File: config.mk
export PLATFORM = sky130hd
export DESIGN_NAME = ivl_timer
export DESIGN_NICKNAME = d
export VERILOG_FILES = /design/src/rtl/ivl_timer.sv
export SDC_FILE = /design/constraint.sdc
export NUM_CORES = 1
export LEC_CHECK = 0
export CAP_MARGIN = 20
export CELL_PAD_IN_SITES_DETAIL_PLACEMENT = 2
export CELL_PAD_IN_SITES_GLOBAL_PLACEMENT = 2
export CORE_ASPECT_RATIO = 0.9
export CORE_MARGIN = 2
export CORE_UTILIZATION = 33
export CTS_BUF_LIST = sky130_fd_sc_hd__clkbuf_8
export CTS_CLUSTER_DIAMETER = 120
export DETAILED_ROUTE_END_ITERATION = 10
export PLACE_DENSITY = 0.86
export SETUP_SLACK_MARGIN = 0.02
export SLEW_MARGIN = 30
export SYNTH_ARGS = -nofsm -noshare
export SYNTH_HDL_FRONTEND = slang
export SYNTH_SLANG_ARGS = --single-unit
File: constraint.sdc
create_clock -name clk -period 1.52 [get_ports clk]
set_input_delay 0.304 -clock clk [delete_from_list [all_inputs] [get_ports clk]]
set_output_delay 0.304 -clock clk [all_outputs]
set_load 0.01 [all_outputs]
File: src/rtl/ivl_timer.sv
module ivl_timer #(
  parameter int CNT_W         = 16,
  parameter int DIV_BASE_LOG2 = 3,
  parameter int DIV_STEP_LOG2 = 2
) (
  input  logic             clk,
  input  logic             rst_n,
  input  logic             wr_en,
  input  logic             rd_en,
  input  logic [1:0]       addr,
  input  logic [CNT_W-1:0] wdata,
  output logic [CNT_W-1:0] rdata,
  output logic             irq
);
  localparam int PRE_W = DIV_BASE_LOG2 + 3 * DIV_STEP_LOG2;

  logic [PRE_W-1:0] pre, pre_mask;
  logic [CNT_W-1:0] cnt, cmp;
  logic [1:0]       sel;
  logic             run, ie, flag, armed;
  logic             tick, match;
  logic             wr_ctrl, wr_run, wr_cnt, wr_cmp;

  assign wr_ctrl = wr_en && addr == 2'd0;
  assign wr_run  = wr_en && addr == 2'd1;
  assign wr_cnt  = wr_en && addr == 2'd2;
  assign wr_cmp  = wr_en && addr == 2'd3;

  always_comb pre_mask = (PRE_W'(1) << (DIV_BASE_LOG2 + int'(sel) * DIV_STEP_LOG2)) - PRE_W'(1);
  assign tick  = run && ((pre & pre_mask) == pre_mask);
  assign match = tick && cnt == cmp;
  assign irq   = flag & ie;

  always_ff @(posedge clk or negedge rst_n)
    if (!rst_n) pre <= '0;
    else        pre <= run ? pre + PRE_W'(1) : '0;

  always_ff @(posedge clk or negedge rst_n)
    if (!rst_n)     cnt <= '0;
    else if (wr_cnt) cnt <= wdata;
    else if (match)  cnt <= '0;
    else if (tick)   cnt <= cnt + CNT_W'(1);

  always_ff @(posedge clk or negedge rst_n)
    if (!rst_n) begin
      cmp <= '1; sel <= '0; ie <= 1'b0; run <= 1'b0;
    end else begin
      if (wr_cmp)  cmp <= wdata;
      if (wr_run)  run <= wdata[0];
      if (wr_ctrl) begin sel <= wdata[1:0]; ie <= wdata[4]; end
    end

  always_ff @(posedge clk or negedge rst_n)
    if (!rst_n) begin
      flag <= 1'b0; armed <= 1'b0;
    end else begin
      if (match)                                 flag <= 1'b1;
      else if (wr_ctrl && armed && !wdata[7])    flag <= 1'b0;
      if (wr_ctrl)                               armed <= 1'b0;
      else if (rd_en && addr == 2'd0 && flag)    armed <= 1'b1;
    end

  always_comb
    case (addr)
      2'd0:    rdata = CNT_W'({flag, 2'b00, ie, 2'b00, sel});
      2'd1:    rdata = CNT_W'(run);
      2'd2:    rdata = cnt;
      default: rdata = cmp;
    endcase

  a_r3_hold_when_stopped: assert property (@(posedge clk) disable iff (!rst_n)
    (!run && !wr_cnt) |=> $stable(cnt));
  a_r4_wrap_on_match: assert property (@(posedge clk) disable iff (!rst_n)
    (match && !wr_cnt) |=> cnt == '0);
  a_r5_flag_on_match: assert property (@(posedge clk) disable iff (!rst_n)
    match |=> flag);
  a_r6_clear_needs_read: assert property (@(posedge clk) disable iff (!rst_n)
    (flag && !armed) |=> flag);
  a_r8_write_wins: assert property (@(posedge clk) disable iff (!rst_n)
    wr_cnt |=> cnt == $past(wdata));
endmodule

==> metrics.md <==
| Metric | Value |
|---|---|
| Yosys reg bits | `47` |
| Worst VDD drop | `419 µV` |
| PnR Total Power | `4.77 mW` |
| CP top delay family | `compound AO/OA/AOI/OAI gates` |
| Actual slew at the worst max-slew pin | `0.480 ns` |
| Syn nets | `298` |
| Via count | `2719` |
| Worst Setup End Kind | `register` |
| Die height | `91.2 µm` |
| Post-synth cell types | `39` |
| Post-route minimum period | `1.92 ns` |
| Clock Sinks | `47` |
| Io pins | `39` |
| Final ANT Viol Nets | `0` |
| Diode count | `0` |
| Slew Limit Headroom | `67.7%` |
| Mapped Cells | `274` |
| CP startpoint kind | `register` |
| # setup viols final | `48` |
| Setup WS post-layout | `-0.401 ns` |
| Synthesized cell area | `2790 µm²` |
| DR WL/cell | `29.0 µm` |
| Final WL | `13800 µm` |
| Sequential fraction of the synthesis area | `42.9%` |
| Nets | `398` |
| Yosys top cell by area | `dfrtp_1` |
| Clk slew on worst S/H paths | `0.11 ns` |
| RSZ-0062 raised after global routing | `yes` |
| YS warnings | `0` |
| Peak Freq | `521 MHz` |
| Top-area cell type share of the netlist area | `27.8%` |
| CP Data Arrival Time | `2.12 ns` |
| Slowest stage cell, crit path | `dfrtp_1` |
| Initial antenna violation count | `0` |
| Clock tree buffer depth | `2` |
| Crit path max fanout | `8` |
| Gr usage total | `26.4%` |
| First-pass GRT wire length | `18200 µm` |
| TritonCTS Buffers | `5` |
| Avg Inst Size Synth | `10.2 µm²` |
| Row Count | `31` |
| Setup Skew | `0.0151 ns` |
| Final hold vios | `0` |
| Core area | `8150 µm²` |
| Slew Limit Fails | `0` |
| Routability cong. | `0.768` |
| Placed inst area | `3590 µm²` |
| Hold_ws | `0.411 ns` |
| Failing checks | `setup timing` |
| Synthesis-to-layout area growth | `51.0%` |
| Req. time, crit path | `1.72 ns` |
| TNS Setup | `-9.52 ns` |
| Fill cells | `816` |
| Drt first pass iters | `4` |
| Final Non-Filler Cells | `474` |
| Largest net degree at the start of global routing | `37` |
| Die width | `101 µm` |
| IO Port Bufs | `38` |
| GRT overflow | `0` |
| Critical-path cell list | `a21boi_0 -> o21ai_2 -> nand2_2 -> buf_4 -> a21oi_1 -> o22ai_1` |
| Worst Hold Class | `primary input to async pin` |
| Cell leakage power | `1.77 nW` |
| CP Class | `register to register` |
| Final instance area | `4210 µm²` |
| H-tree depth | `2` |
| TritonCTS clock tree | `built` |
| Vias per cell | `5.74` |
| Max-cap check violation count | `0` |
| Worst skew pair latency | `0.32 ns` |
| Cells after DPL | `438` |
| Status | `complete, but fails checks` |
| PwrDens | `1130 nW/µm²` |
| Share of cells above drive strength 1 | `47.2%` |
| Initial DRC Count | `129` |
| Initial Utilization | `34.3%` |
| Die area | `9210 µm²` |
| Buf/Inv on CP | `1` |
| Clock Root Buffer | `clkbuf_8` |
| Tcrit/Tclk final | `126%` |
| DRC viols | `0` |
| CP max stage delay | `0.49 ns` |
| Vias in the first global route | `3037` |
| Top cells by area, synth | `dfrtp_1 (28%), dfstp_2 (15%), mux2_2 (9.3%)` |
| Dpl hpwl | `7070 µm` |
[kinds of logic after synthesis]
logic type	after synthesis	share of synthesized area, %
XOR/XNOR	34	10.7
AO/OA/AOI/OAI	45	9.96
adder cells (fa/ha/maj)	2	0.897
multiplexers	36	14.4
AND/OR/NAND/NOR	90	17.5
flip-flops	47	42.9
buffers and inverters	20	3.68
[final cells by class]
cell class	instances	area, µm²	area share (%)
well taps	99	124	2.94
clock inverters	2	35.0	0.832
flip-flops and latches	47	1200	28.5
clock buffers	6	82.6	1.96
inverters	1	3.75	0.0891
multi-input cells	207	1730	41.0
repair buffers	112	1040	24.7
[final timing paths]
path                         from       to  slack, ns  cells after the start
hold / removal              rst_n      run       0.41                      2
hold reg to reg            pre[0]   pre[0]       0.53                      1
max in group asynchronous   rst_n  cmp[12]       0.51                      3
min in group clk           pre[0]   pre[0]       0.53                      1
setup reg to reg           sel[1]  cnt[14]      -0.40                      6
setup / recovery           sel[1]  cnt[14]      -0.40                      6
[routing by layer]
layer	part of all wire, %	track usage, %
met5	0	0
met1	41	32.4
met2	51	45.2
met3	4.3	4.62
met4	4.0	10.8
[registers in the layout (all words and copies together) (netlist names)]
signal,count
armed,1
cnt,16
ie,1
flag,1
cmp,16
pre,9
sel,2
run,1
[placed cells by master (no fill, tap or decap), types with 9 or more instances in the layout]
| master | n |
|---|---|
| buf_4 | 46 |
| dfrtp_1 | 29 |
| mux2_2 | 21 |
| buf_6 | 21 |
| nor2_1 | 18 |
| clkdlybuf4s50_1 | 18 |
| dfstp_2 | 16 |
| buf_2 | 15 |
| a21oi_1 | 14 |
| nor2b_1 | 12 |
| nand2_1 | 12 |
| nand3_1 | 12 |
| xor2_2 | 12 |
| o22ai_1 | 12 |
| xor2_1 | 11 |
| mux2i_1 | 9 |
| xnor2_1 | 9 |
[worst reg2reg max path, delay by kind of cell (launching register included)]
family,cells,cell delay (ns)
buffers and inverters,1,0.20
AOI/OAI and AO/OA,4,0.97
DFF,1,0.49
and+or+nand+nor,1,0.15
[synth_stat cells (all sizes together)]
cell type / count
nand3b: 1
ha: 2
nor3: 2
dfstp: 16
and3b: 1
o211ai: 3
nor2b: 14
dfrtp: 31
nand3: 12
mux2: 23
mux2i: 12
and3: 2
a21boi: 4
or3: 3
a22o: 2
o22ai: 12
xnor2: 9
nor2: 19
nand2b: 3
clkbuf: 9
o21ai: 7
nor4: 4
nand2: 13
xor2: 25
and4: 1
buf: 10
nand4: 8
and2: 6
inv: 1
a21oi: 16
mux4: 1
or3b: 1
a31oi: 1
[metrics by stage]
stage	setup WS, ns	utilization (%)
5_1_grt	-0.460	51.7
3_5_place_dp	-0.817	44.0
2_1_floorplan	0.0145	-
3_3_place_gp	-0.753	44.0
4_1_cts	-0.267	48.3
6_report	-0.401	51.7
[report_power, final]
part           internal (mW)  switching (mW)  leakage, nW  total (mW)
registers               1.53           0.288        0.542        1.82
logic                  0.950           0.962         1.17        1.91
clock network          0.534           0.509       0.0612        1.04
total                   3.01            1.76         1.77        4.77
[repair_timing]
item,CTS,global route
setup buffers,18,13
endpoints found under the hold margin,9,0
hold buffers,1,0
gates resized for setup,101,40
pin swaps,9,5
setup endpoints to repair,53,53
cloned,1,0
Power figures use the tool's default switching activity.
